[config.mk]
export PLATFORM = sky130hd
export DESIGN_NAME = srcstrm_emitter
export DESIGN_NICKNAME = d
export VERILOG_FILES = /design/src/rtl/emit_pkg.sv /design/src/rtl/emit_count.sv /design/src/rtl/emit_lane.sv /design/src/rtl/emit_csum.sv /design/src/rtl/srcstrm_emitter.sv
export SDC_FILE = /design/constraint.sdc
export NUM_CORES = 1
export LEC_CHECK = 0
export BUFFER_PORTS_ARGS = -buffer_cell sky130_fd_sc_hd__buf_4
export CELL_PAD_IN_SITES_DETAIL_PLACEMENT = 1
export CELL_PAD_IN_SITES_GLOBAL_PLACEMENT = 1
export CORE_MARGIN = 1
export CORE_UTILIZATION = 36
export DETAILED_ROUTE_END_ITERATION = 16
export GPL_ROUTABILITY_DRIVEN = 0
export PLACE_DENSITY_LB_ADDON = 0.1
export SYNTH_ARGS = -nofsm -noshare
export SYNTH_HDL_FRONTEND = slang
export SYNTH_SLANG_ARGS = --single-unit
[constraint.sdc]
create_clock -name clk -period 4.05 [get_ports clk]
set_clock_uncertainty 0.1 [all_clocks]
set_input_delay 0.81 -clock clk [delete_from_list [all_inputs] [get_ports clk]]
set_output_delay 0.81 -clock clk [all_outputs]
set_load 0.005 [all_outputs]
[src/rtl/emit_pkg.sv]
package emit_pkg;
  localparam int WORD_W = 32;
  localparam int BYTE_W = 8;
  localparam int NBYTES = WORD_W / BYTE_W;
  typedef logic [WORD_W-1:0] word_t;

  // reverse the order of the bytes in a word
  function automatic word_t flip_bytes(input word_t w);
    word_t r;
    for (int i = 0; i < NBYTES; i++) begin
      r[i*BYTE_W +: BYTE_W] = w[(NBYTES-1-i)*BYTE_W +: BYTE_W];
    end
    return r;
  endfunction

  // one checksum step, wraps modulo 2^WORD_W
  function automatic word_t csum_step(input word_t acc, input word_t w);
    return acc + w;
  endfunction
endpackage

[src/rtl/emit_count.sv]
module emit_count #(
  parameter int CNT_W = 16
) (
  input  logic             clk,
  input  logic             rst_n,
  input  logic             start,
  input  logic [CNT_W-1:0] words,
  input  logic             mark_in,
  input  logic             fire,
  output logic [CNT_W-1:0] left,
  output logic             mark,
  output logic             busy,
  output logic             final_beat,
  output logic             done
);
  localparam logic [CNT_W-1:0] ONE = CNT_W'(1);

  logic accept;
  assign busy       = (left != '0);
  assign final_beat = (left == ONE);
  assign accept     = start && !busy && (words != '0);

  always_ff @(posedge clk) begin
    if (!rst_n) begin
      left <= '0;
      mark <= 1'b0;
      done <= 1'b0;
    end else begin
      done <= fire && final_beat;
      if (accept) begin
        left <= words;
        mark <= mark_in;
      end else if (fire) begin
        left <= left - ONE;
      end
    end
  end

  a_r3_step: assert property (@(posedge clk) disable iff (!rst_n)
    fire |=> left == $past(left) - ONE);
  a_r3_done: assert property (@(posedge clk) disable iff (!rst_n)
    (fire && left == ONE) |=> (done && !busy));
  a_r9_keep: assert property (@(posedge clk) disable iff (!rst_n)
    (busy && start && !fire) |=> (left == $past(left) && mark == $past(mark)));
  a_r2_zero: assert property (@(posedge clk) disable iff (!rst_n)
    (!busy && start && words == '0) |=> !busy);
endmodule

[src/rtl/emit_lane.sv]
module emit_lane
  import emit_pkg::*;
(
  input  word_t data_in,
  input  logic  swap,
  output word_t data_out
);
  word_t flipped;
  assign flipped = flip_bytes(data_in);

  for (genvar g = 0; g < NBYTES; g++) begin : g_byte
    assign data_out[g*BYTE_W +: BYTE_W] =
      swap ? flipped[g*BYTE_W +: BYTE_W] : data_in[g*BYTE_W +: BYTE_W];
  end
endmodule

[src/rtl/emit_csum.sv]
module emit_csum
  import emit_pkg::*;
(
  input  logic  clk,
  input  logic  rst_n,
  input  logic  clr,
  input  logic  fire,
  input  word_t word,
  output word_t sum
);
  always_ff @(posedge clk) begin
    if (!rst_n)    sum <= '0;
    else if (clr)  sum <= '0;
    else if (fire) sum <= csum_step(sum, word);
  end

  a_r7_clear: assert property (@(posedge clk) disable iff (!rst_n)
    clr |=> sum == '0);
  a_r6_accum: assert property (@(posedge clk) disable iff (!rst_n)
    (fire && !clr) |=> sum == $past(sum) + $past(word));
  a_r6_hold: assert property (@(posedge clk) disable iff (!rst_n)
    (!fire && !clr) |=> $stable(sum));
endmodule

[src/rtl/srcstrm_emitter.sv]
module srcstrm_emitter
  import emit_pkg::*;
#(
  parameter int CNT_W = 16
) (
  input  logic                 clk,
  input  logic                 rst_n,
  input  logic                 cmd_go,
  input  logic [CNT_W-1:0]     cmd_words,
  input  logic                 cmd_mark_last,
  input  logic                 pause_stream,
  input  logic                 swap_bytes,
  input  logic                 csum_clear,
  input  logic                 fifo_valid,
  input  logic [WORD_W-1:0]    fifo_data,
  output logic                 fifo_pop,
  output logic                 out_valid,
  output logic [WORD_W-1:0]    out_data,
  output logic                 out_last,
  input  logic                 out_ready,
  output logic [CNT_W-1:0]     words_left,
  output logic                 busy,
  output logic                 done,
  output logic [WORD_W-1:0]    csum
);
  logic gate, fire, mark, final_beat;

  assign gate      = busy && !pause_stream;
  assign out_valid = gate && fifo_valid;
  assign fire      = out_valid && out_ready;
  assign fifo_pop  = fire;
  assign out_last  = out_valid && final_beat && mark;

  emit_count #(.CNT_W(CNT_W)) u_count (
    .clk(clk), .rst_n(rst_n), .start(cmd_go), .words(cmd_words),
    .mark_in(cmd_mark_last), .fire(fire), .left(words_left), .mark(mark),
    .busy(busy), .final_beat(final_beat), .done(done)
  );

  emit_lane u_lane (.data_in(fifo_data), .swap(swap_bytes), .data_out(out_data));

  emit_csum u_csum (
    .clk(clk), .rst_n(rst_n), .clr(csum_clear), .fire(fire),
    .word(fifo_data), .sum(csum)
  );

  a_r10_idle: assert property (@(posedge clk) disable iff (!rst_n)
    !busy |-> (!out_valid && !fifo_pop && !out_last));
  a_r5_freeze: assert property (@(posedge clk) disable iff (!rst_n)
    (pause_stream && busy) |=> $stable(words_left));
  a_r4_last: assert property (@(posedge clk) disable iff (!rst_n)
    (out_last && out_ready) |=> done);
endmodule

## Word level (Yosys, flattened, before mapping)

Cells that the tools add are included.

| word-level totals | value |
|---|---|
| latch bits | 0 |
| bits of input ports | 57 |
| word-level logic and storage cells | 28 |
| memory bits (writable) | 0 |
| ROM bits | 0 |
| bits in registers | 50 |
| output and inout bits | 85 |
| memories kept | 0 |

| operators by class | value |
|---|---|
| multipliers | 0 |
| divide/modulo/power cells | 0 |
| equal/unequal tests | 1 |
| reduce and logical (&&, ||, !) cells | 14 |
| multiplexer cells | 6 |
| magnitude comparators | 0 |
| shift operators | 0 |
| bitwise gates (word level) | 1 |
| $add $sub $neg | 2 |

Operators with widths:

| cell | count |
|---|---|
| 32-bit adder | 1 |
| 16-bit two-way mux | 2 |
| 8-bit two-way mux | 4 |
| 16-bit nonzero test | 2 |
| 16-bit by 1-bit == test with 1-bit output, second input constant | 1 |
| 16-bit by 1-bit subtractor with 16-bit output, second input constant | 1 |
| 1-bit logical AND | 8 |
| 1-bit zero test | 2 |
| 2-bit nonzero test | 1 |
| 2-bit OR reduction | 1 |
| 1-bit NOT | 1 |

## Longest topological paths before layout

Gate-level depths: netlist of the first run.

| depth | value |
|---|---|
| depth after elaboration | 6 |
| mapped depth | 11 |
| gate-level depth less buffers | 11 |

## Modules after synthesis

From an unflattened synthesis of the first run, not the netlist that was laid out.

| second synthesis, totals | value |
|---|---|
| cell total of the unflattened synthesis | 494 |
| area total of the unflattened synthesis | 4327.9 um^2 |

By module, submodules not included:

| module | seq. area each (um^2) | cells each | times used | area an instance (um^2) |
|---|---|---|---|---|
| emit_csum | 640.6 | 338 | 1 | 2733.9 |
| emit_count | 360.3 | 117 | 1 | 1027.2 |
| emit_lane | 0.0 | 36 | 1 | 544.3 |
| srcstrm_emitter | 0.0 | 3 | 1 | 22.5 |

## Worst setup path before layout of the first run

OpenSTA, ideal clock, no wires.

| path | value |
|---|---|
| path type | input to register |
| from | input port fifo_data[4] |
| to | register u_csum.sum[29] |
| stages | 9 |
| data required time | 3.818 ns |
| path slack | 0.921 ns |
| arrival | 2.897 ns |
| buffers on the path | 0 |
| library setup time | 0.132 ns |
| cells stage by stage | ha_1 > nand2_1 > o31ai_2 > a211oi_1 > a2111oi_1 > a41o_1 > a21oi_1 > o31ai_1 > o211ai_1 |

| between the ends | value |
|---|---|
| longest elaborated chain between the ends | 1 |

Ends and longest elaborated chain:

| what | line | text |
|---|---|---|
| start: declaration | srcstrm_emitter.sv:15 | `input logic [WORD_W-1:0] fifo_data,` |
| 32-bit adder | emit_pkg.sv:18 | `return acc + w;` |
| end signal: assignment | emit_csum.sv:14 | `else if (fire) sum <= csum_step(sum, word);` |
| end: declaration | emit_csum.sv:9 | `output word_t sum` |

Every way passes these cells.
A chain may end at the register's enable or synchronous reset.

## Worst setup path after layout of the first run

| path | value |
|---|---|
| from | input port fifo_data[0] |
| to | register u_csum.sum[24] |

Same word-level chain as after synthesis.

==> impl_metrics.tcl, run 1 <==
set metrics [dict create \
    global_routing_s_busiest_layer "met2" \
    die_area_mm2 0.0119 \
    netlist_top_cells_area "sky130_fd_sc_hd__dfxtp_1, sky130_fd_sc_hd__ha_1, sky130_fd_sc_hd__mux2_2" \
    min_period_ns 3.39 \
    drt_iter0_markers 177 \
    cts_hold_buffers 0 \
    worstPathArrival_ns 3.54 \
    tritoncts "built" \
    maxSlewViolCount 0 \
    grt_max_degree 44 \
    post-route-period-util_pct 83.8 \
    synth.most_common_cell "sky130_fd_sc_hd__nand2_1" \
    grt.met3_usage_pct 4.06 \
    grt.overflow.total 0 \
    critPathLaunchType "input port" \
    rsz0062_at_grt "no" \
    slew_headroom_pct 46.6 \
    syn_area_mm2 0.00414 \
    clk_root_buffer_cell "sky130_fd_sc_hd__clkbuf_16" \
    synth_seq_cells 50 \
    async_reset_ff_share_pct 0 \
    crit_family "compound AO/OA/AOI/OAI gates" \
    design_power_total_w 0.00198 \
    fillCellCount 1387 \
    postSynthCellCount 529 \
    leakagePower_nw 2.48 \
    setup-tns-final_ns 0 \
    worst_r2r_startpoint "u_csum.sum[0]" \
    critical_path.cell_chain "buf_4, ha_1, fa_1, a21oi_1, o21ai_0, nand4_1, a21oi_1, nor2_1, o31ai_1, a21oi_1, or4_1, nand4_1" \
    cts_sinks 50 \
    critical-path-max-stage-delay_ns 0.55 \
    syn_area_per_cell_um2 7.82 \
    worst-endpoint-required_ns 4.19 \
    gr-usage-met2_pct 41.9 \
    timing_worst_slew_pin_value_ns 0.794 \
    drc_errors 0 \
    synth-seq-area-share_pct 24.2 \
    max_ir_drop_vdd_mv 0.234 \
    postCtsResizedCells 0 \
    synth_top_area_share_pct 24.2 \
    timing.critical_path.buf_inv 1 \
    timing.fmax_ghz 0.295 \
    dieWidth_um 109 \
    area_delta_synth_final_pct 32.5 \
    grt_usage_pct 25.1 \
    vias_in_the_first_global_route 4503 \
    initial_core_util_pct 37.5 \
    critical_path_peak_fanout 3 \
    vias_per_cell 5.57 \
    hold_viol_final 0 \
    synth.net_count 621 \
    max-clock-path-buffers 2 \
    number_of_flops_mapped_to_enable_cells_by_yosys 0 \
    post_route_cells_drive_above_1_share_pct 30.2 \
    final_net_count 753 \
    routedWlPerCell_um 18.4 \
    worstSetupEndpointType "register" \
    core.rowCount 38 \
    outcome "finished clean" \
    worst_skew_late_latency_ns 0.30 \
    critical-path-top-cell-by-count "sky130_fd_sc_hd__a21oi_1" \
    buffer_ports.inserted 141 \
    hpwlAfterDp_mm 11.7 \
    drt-total-wl_mm 14.8 \
    cp-startpoint "fifo_data[0]" \
    tritoncts.num_buffers 5 \
    yosys-top-cells-count "sky130_fd_sc_hd__nand2_1, sky130_fd_sc_hd__a21oi_1, sky130_fd_sc_hd__dfxtp_1" \
    num_antenna_cells 0 \
    register_area_mm2 0.00100 \
    use_met1_pct 34.0 \
    multi_input_area_mm2 0.00299 \
    route.antenna.remaining_nets 0 \
    clkSlewWorstSetupHoldPaths_ns 0.07 \
    synth.lib_cells_used.distinct 63 \
    setup_viol_count_final 0 \
    path_class "input port to register" \
    synth_top_area_cell "sky130_fd_sc_hd__dfxtp_1" \
    vias 4467 \
    cts-htree-levels 2 \
    worst_path_slowest_cell "sky130_fd_sc_hd__o31ai_1" \
    ys.flop_type "sky130_fd_sc_hd__dfxtp_1" \
    p_per_area_mw_per_mm2 361 \
    ys.warnings.count 0 \
    cap_viol_max_count 0 \
    cts_setup_buffers 0 \
    firstDrtPassIters 4 \
    dieHeight_um 109 \
    grt_pass1_wl_mm 23.1 \
    grt_antenna_before_repair 0 \
    ioPinCount 142 \
    hold_path_class "register to register" \
    core_area_mm2 0.0110 \
    min_from "u_csum.sum[8]" \
]
==> final timing paths <==
path                         end  slack [ns]  cells after the start
hold reg to reg    u_csum.sum[8]        0.38                      2
setup reg to reg  u_csum.sum[24]        0.87                     11
hold / removal     u_csum.sum[8]        0.38                      2
setup / recovery  u_csum.sum[24]        0.66                     12
==> final cells by class <==
type | count | area share (%)
clock inverter | 2 | 0.685
multi-input combinational | 445 | 54.6
sequential | 50 | 18.3
tap | 140 | 3.20
inverter | 13 | 0.890
clock buffer | 6 | 2.35
timing repair buffer | 146 | 20.0
==> worst register-to-register path, stage by stage, from the launching register on <==
cell	delay (ns)
sky130_fd_sc_hd__dfxtp_1	0.37
sky130_fd_sc_hd__ha_1	0.23
sky130_fd_sc_hd__fa_1	0.22
sky130_fd_sc_hd__a21oi_1	0.09
sky130_fd_sc_hd__o21ai_0	0.27
sky130_fd_sc_hd__nand4_1	0.24
sky130_fd_sc_hd__a21oi_1	0.25
sky130_fd_sc_hd__nor2_1	0.11
sky130_fd_sc_hd__o31ai_1	0.55
sky130_fd_sc_hd__a21oi_1	0.17
sky130_fd_sc_hd__or4_1	0.43
sky130_fd_sc_hd__nand4_1	0.09
==> power by group <==
| group | internal [W] | switching, W |
|---|---|---|
| registers | 0.000548 | 0.0000820 |
| clock network | 0.000292 | 0.000200 |
| logic | 0.000394 | 0.000462 |
| total | 0.00123 | 0.000744 |
==> flip-flops by register name, indices dropped and copies added, names as in the netlist <==
signal        count
u_count.done      1
u_csum.sum       32
u_count.left     16
u_count.mark      1
==> through the flow <==
step | std cells | setup slack [ns] | instance area, um^2 | hold slack (ns) | utilization (%)
2_1_floorplan | 529 | 0.921 | 4140 | 0.352 | -
3_3_place_gp | 794 | 0.553 | 5320 | 0.360 | 48.2
3_5_place_dp | 794 | 0.418 | 5320 | 0.369 | 48.2
4_1_cts | 802 | 0.721 | 5480 | 0.379 | 49.7
5_1_grt | 802 | 0.401 | 5480 | 0.392 | 49.7
6_report | 802 | 0.656 | 5480 | 0.376 | 49.7
==> per-layer routing <==
| metal | up-vias | wire, um |
|---|---|---|
| met1 | 2127 | 6960 |
| met5 | - | 0 |
| met3 | 8 | 817 |
| met4 | 0 | 119 |
| li1 | 2212 | - |
| met2 | 120 | 6870 |
==> layout by cell type (no fill, tap or decap), types with 2 or more instances in the layout <==
master                        n
sky130_fd_sc_hd__nand3_1     15
sky130_fd_sc_hd__o22ai_1      2
sky130_fd_sc_hd__o31ai_1      5
sky130_fd_sc_hd__clkbuf_16    5
sky130_fd_sc_hd__a221oi_1     5
sky130_fd_sc_hd__a21boi_0     2
sky130_fd_sc_hd__xnor2_1     14
sky130_fd_sc_hd__nor2_1      47
sky130_fd_sc_hd__nand2b_1     4
sky130_fd_sc_hd__nor3_1      10
sky130_fd_sc_hd__a21o_1      18
sky130_fd_sc_hd__or3_1        3
sky130_fd_sc_hd__or4_4        2
sky130_fd_sc_hd__buf_4      146
sky130_fd_sc_hd__and4_1       2
sky130_fd_sc_hd__nor2b_1      5
sky130_fd_sc_hd__a211oi_1    12
sky130_fd_sc_hd__nand4_1      8
sky130_fd_sc_hd__mux2_2      33
sky130_fd_sc_hd__o21bai_1     3
sky130_fd_sc_hd__ha_1        34
sky130_fd_sc_hd__a21oi_1     66
sky130_fd_sc_hd__nand2_1     69
sky130_fd_sc_hd__dfxtp_1     50
sky130_fd_sc_hd__inv_1       12
sky130_fd_sc_hd__and3_1       5
sky130_fd_sc_hd__nor4_1       8
sky130_fd_sc_hd__xor2_1      10
sky130_fd_sc_hd__a31oi_1      5
sky130_fd_sc_hd__mux2i_1      2
sky130_fd_sc_hd__o21ai_0     24
sky130_fd_sc_hd__a311oi_1     3
sky130_fd_sc_hd__nor3b_1      2
==> cells by family (layout without fill, tap and decap cells) <==
family	Yosys count	count (layout)	share of synthesized area [%]
compound gates	155	155	23.3
xor+xnor	24	24	5.08
fa+ha+maj	35	35	10.8
buf+inv	34	167	3.42
flops	50	50	24.2
mux	35	35	9.47
simple gates	196	196	23.8
Power figures use the tool's default switching activity.
==> inputs of run 2 (changes only) <==
==> constraint.sdc (replaced) <==
create_clock -name clk -period 3.5 [get_ports clk]
set_clock_uncertainty 0.1 [all_clocks]
set_input_delay 0.7 -clock clk [delete_from_list [all_inputs] [get_ports clk]]
set_output_delay 0.7 -clock clk [all_outputs]
set_load 0.005 [all_outputs]
==> impl_metrics.tcl, run 2 (synthesis gave the netlist of run 1 again) <==
set metrics [dict create \
    dieHeight_um 109 \
    rsz0062_at_grt "no" \
    worstSetupEndpointType "register" \
    postCtsResizedCells 0 \
    worst-endpoint-required_ns 3.58 \
    fillCellCount 1403 \
    grt_pass1_wl_mm 23.4 \
    timing.fmax_ghz 0.322 \
    cts_hold_buffers 0 \
    tritoncts "built" \
    tritoncts.num_buffers 5 \
    initial_core_util_pct 37.5 \
    critPathLaunchType "input port" \
    final_net_count 758 \
    die_area_mm2 0.0119 \
    post_route_cells_drive_above_1_share_pct 30.7 \
    hold_path_class "register to register" \
    cap_viol_max_count 0 \
    cts_sinks 50 \
    grt.overflow.total 0 \
    core_area_mm2 0.0110 \
    area_delta_synth_final_pct 33.1 \
    num_antenna_cells 0 \
    min_period_ns 3.11 \
    vias 4563 \
    drt-total-wl_mm 14.7 \
    worstPathArrival_ns 3.19 \
    hpwlAfterDp_mm 11.7 \
    top_regs "u_csum.sum: 32 flops, u_count.left: 16 flops" \
    vias_per_cell 5.65 \
    hold_viol_final 0 \
    layout_setup_ws_ns 0.395 \
    number_of_flip_flops_under_the_largest_register_name 32 \
    setup-tns-final_ns 0 \
    grt_antenna_before_repair 0 \
    outcome "finished clean" \
    drt_iter0_markers 166 \
    core.rowCount 38 \
    leakagePower_nw 2.50 \
    preCtsSetupSlack_ns 0.0930 \
    design_power_total_w 0.00226 \
    max-clock-path-buffers 2 \
    path_class "input port to register" \
    grt_max_degree 44 \
    clk_root_buffer_cell "sky130_fd_sc_hd__clkbuf_16" \
    critical_path_peak_fanout 4 \
    firstDrtPassIters 4 \
    regMostFlops "u_csum.sum" \
    buffer_ports.inserted 141 \
    ioPinCount 142 \
    post-route-period-util_pct 88.7 \
    max_ir_drop_vdd_mv 0.253 \
    cts-htree-levels 2 \
    cts_setup_buffers 0 \
    drc_errors 0 \
    r2r_cells 11 \
    maxSlewViolCount 0 \
    timing_worst_slew_pin_value_ns 0.778 \
    mostFrequentLayoutCell "sky130_fd_sc_hd__buf_4" \
    most_used_cells_in_the_layout_excluding_fill_and_tap_cells "sky130_fd_sc_hd__buf_4, sky130_fd_sc_hd__nand2_1, sky130_fd_sc_hd__a21oi_1" \
    routedWlPerCell_um 18.3 \
    worstHoldPathCells 2 \
    p_per_area_mw_per_mm2 410 \
    setup_viol_count_final 0 \
    vias_in_the_first_global_route 4636 \
    worst_skew_late_latency_ns 0.30 \
    slew_headroom_pct 47.7 \
    grt_usage_pct 25.4 \
    dieWidth_um 109 \
    route.antenna.remaining_nets 0 \
    clkSlewWorstSetupHoldPaths_ns 0.07 \
]
## run 2: changes by cell type in the layout (fill, tap and decap cells not counted), sizes merged
| cell | before | now |
|---|---|---|
| clkinvlp | 1 | 0 |
| buf | 146 | 151 |
| clkbuf | 6 | 7 |
| inv | 13 | 14 |
| bufinv | 1 | 0 |
## run 2: power breakdown
part           internal, W  switching [W]
combinational     0.000459       0.000534
sequential        0.000634      0.0000961
clock             0.000289       0.000244
total              0.00138       0.000874
## run 2: final timing paths
check,startpoint,end,slack [ns]
setup / recovery,fifo_data[4],u_csum.sum[29],0.39
hold / removal,u_csum.sum[11],u_csum.sum[11],0.37
setup reg to reg,u_csum.sum[0],u_csum.sum[24],0.56
hold reg to reg,u_csum.sum[11],u_csum.sum[11],0.37
## run 2: final cells by class
cell class	count	area, um^2	share of cell area, %
Clock inverter	1	8.76	0.159
Inverter	13	48.8	0.887
Tap cell	140	175	3.18
Sequential cell	50	1000	18.2
Multi-Input combinational cell	445	2990	54.4
Timing Repair Buffer	151	1130	20.6
Clock buffer	7	143	2.59
## run 2: through the flow
stage	hold slack, ns	cell area (um^2)	utilization (%)	cells
global placement	0.362	5350	48.5	799
global route	0.398	5500	49.9	807
floorplan	0.352	4140	-	529
CTS	0.375	5500	49.9	807
detailed placement	0.368	5350	48.5	799
finish	0.372	5500	49.9	807
## run 2: routing by layer
| metal | part of all wire [%] | vias to the layer above | wire length (um) | track usage (%) |
|---|---|---|---|---|
| met4 | 1.4 | 0 | 208 | 6.38 |
| met3 | 5.8 | 15 | 858 | 3.65 |
| li1 | - | 2217 | - | - |
| met2 | 46 | 121 | 6800 | 42.4 |
| met1 | 47 | 2210 | 6880 | 34.0 |
| met5 | 0 | - | 0 | 0 |
## run 2: critical path, stage by stage
cell,delay [ns]
sky130_fd_sc_hd__buf_4,0.12
sky130_fd_sc_hd__ha_1,0.33
sky130_fd_sc_hd__nand2_1,0.10
sky130_fd_sc_hd__o31ai_2,0.30
sky130_fd_sc_hd__a211oi_1,0.12
sky130_fd_sc_hd__buf_4,0.16
sky130_fd_sc_hd__a2111oi_1,0.51
sky130_fd_sc_hd__a41o_1,0.30
sky130_fd_sc_hd__a21oi_1,0.11
sky130_fd_sc_hd__o31ai_1,0.31
sky130_fd_sc_hd__o211ai_1,0.13
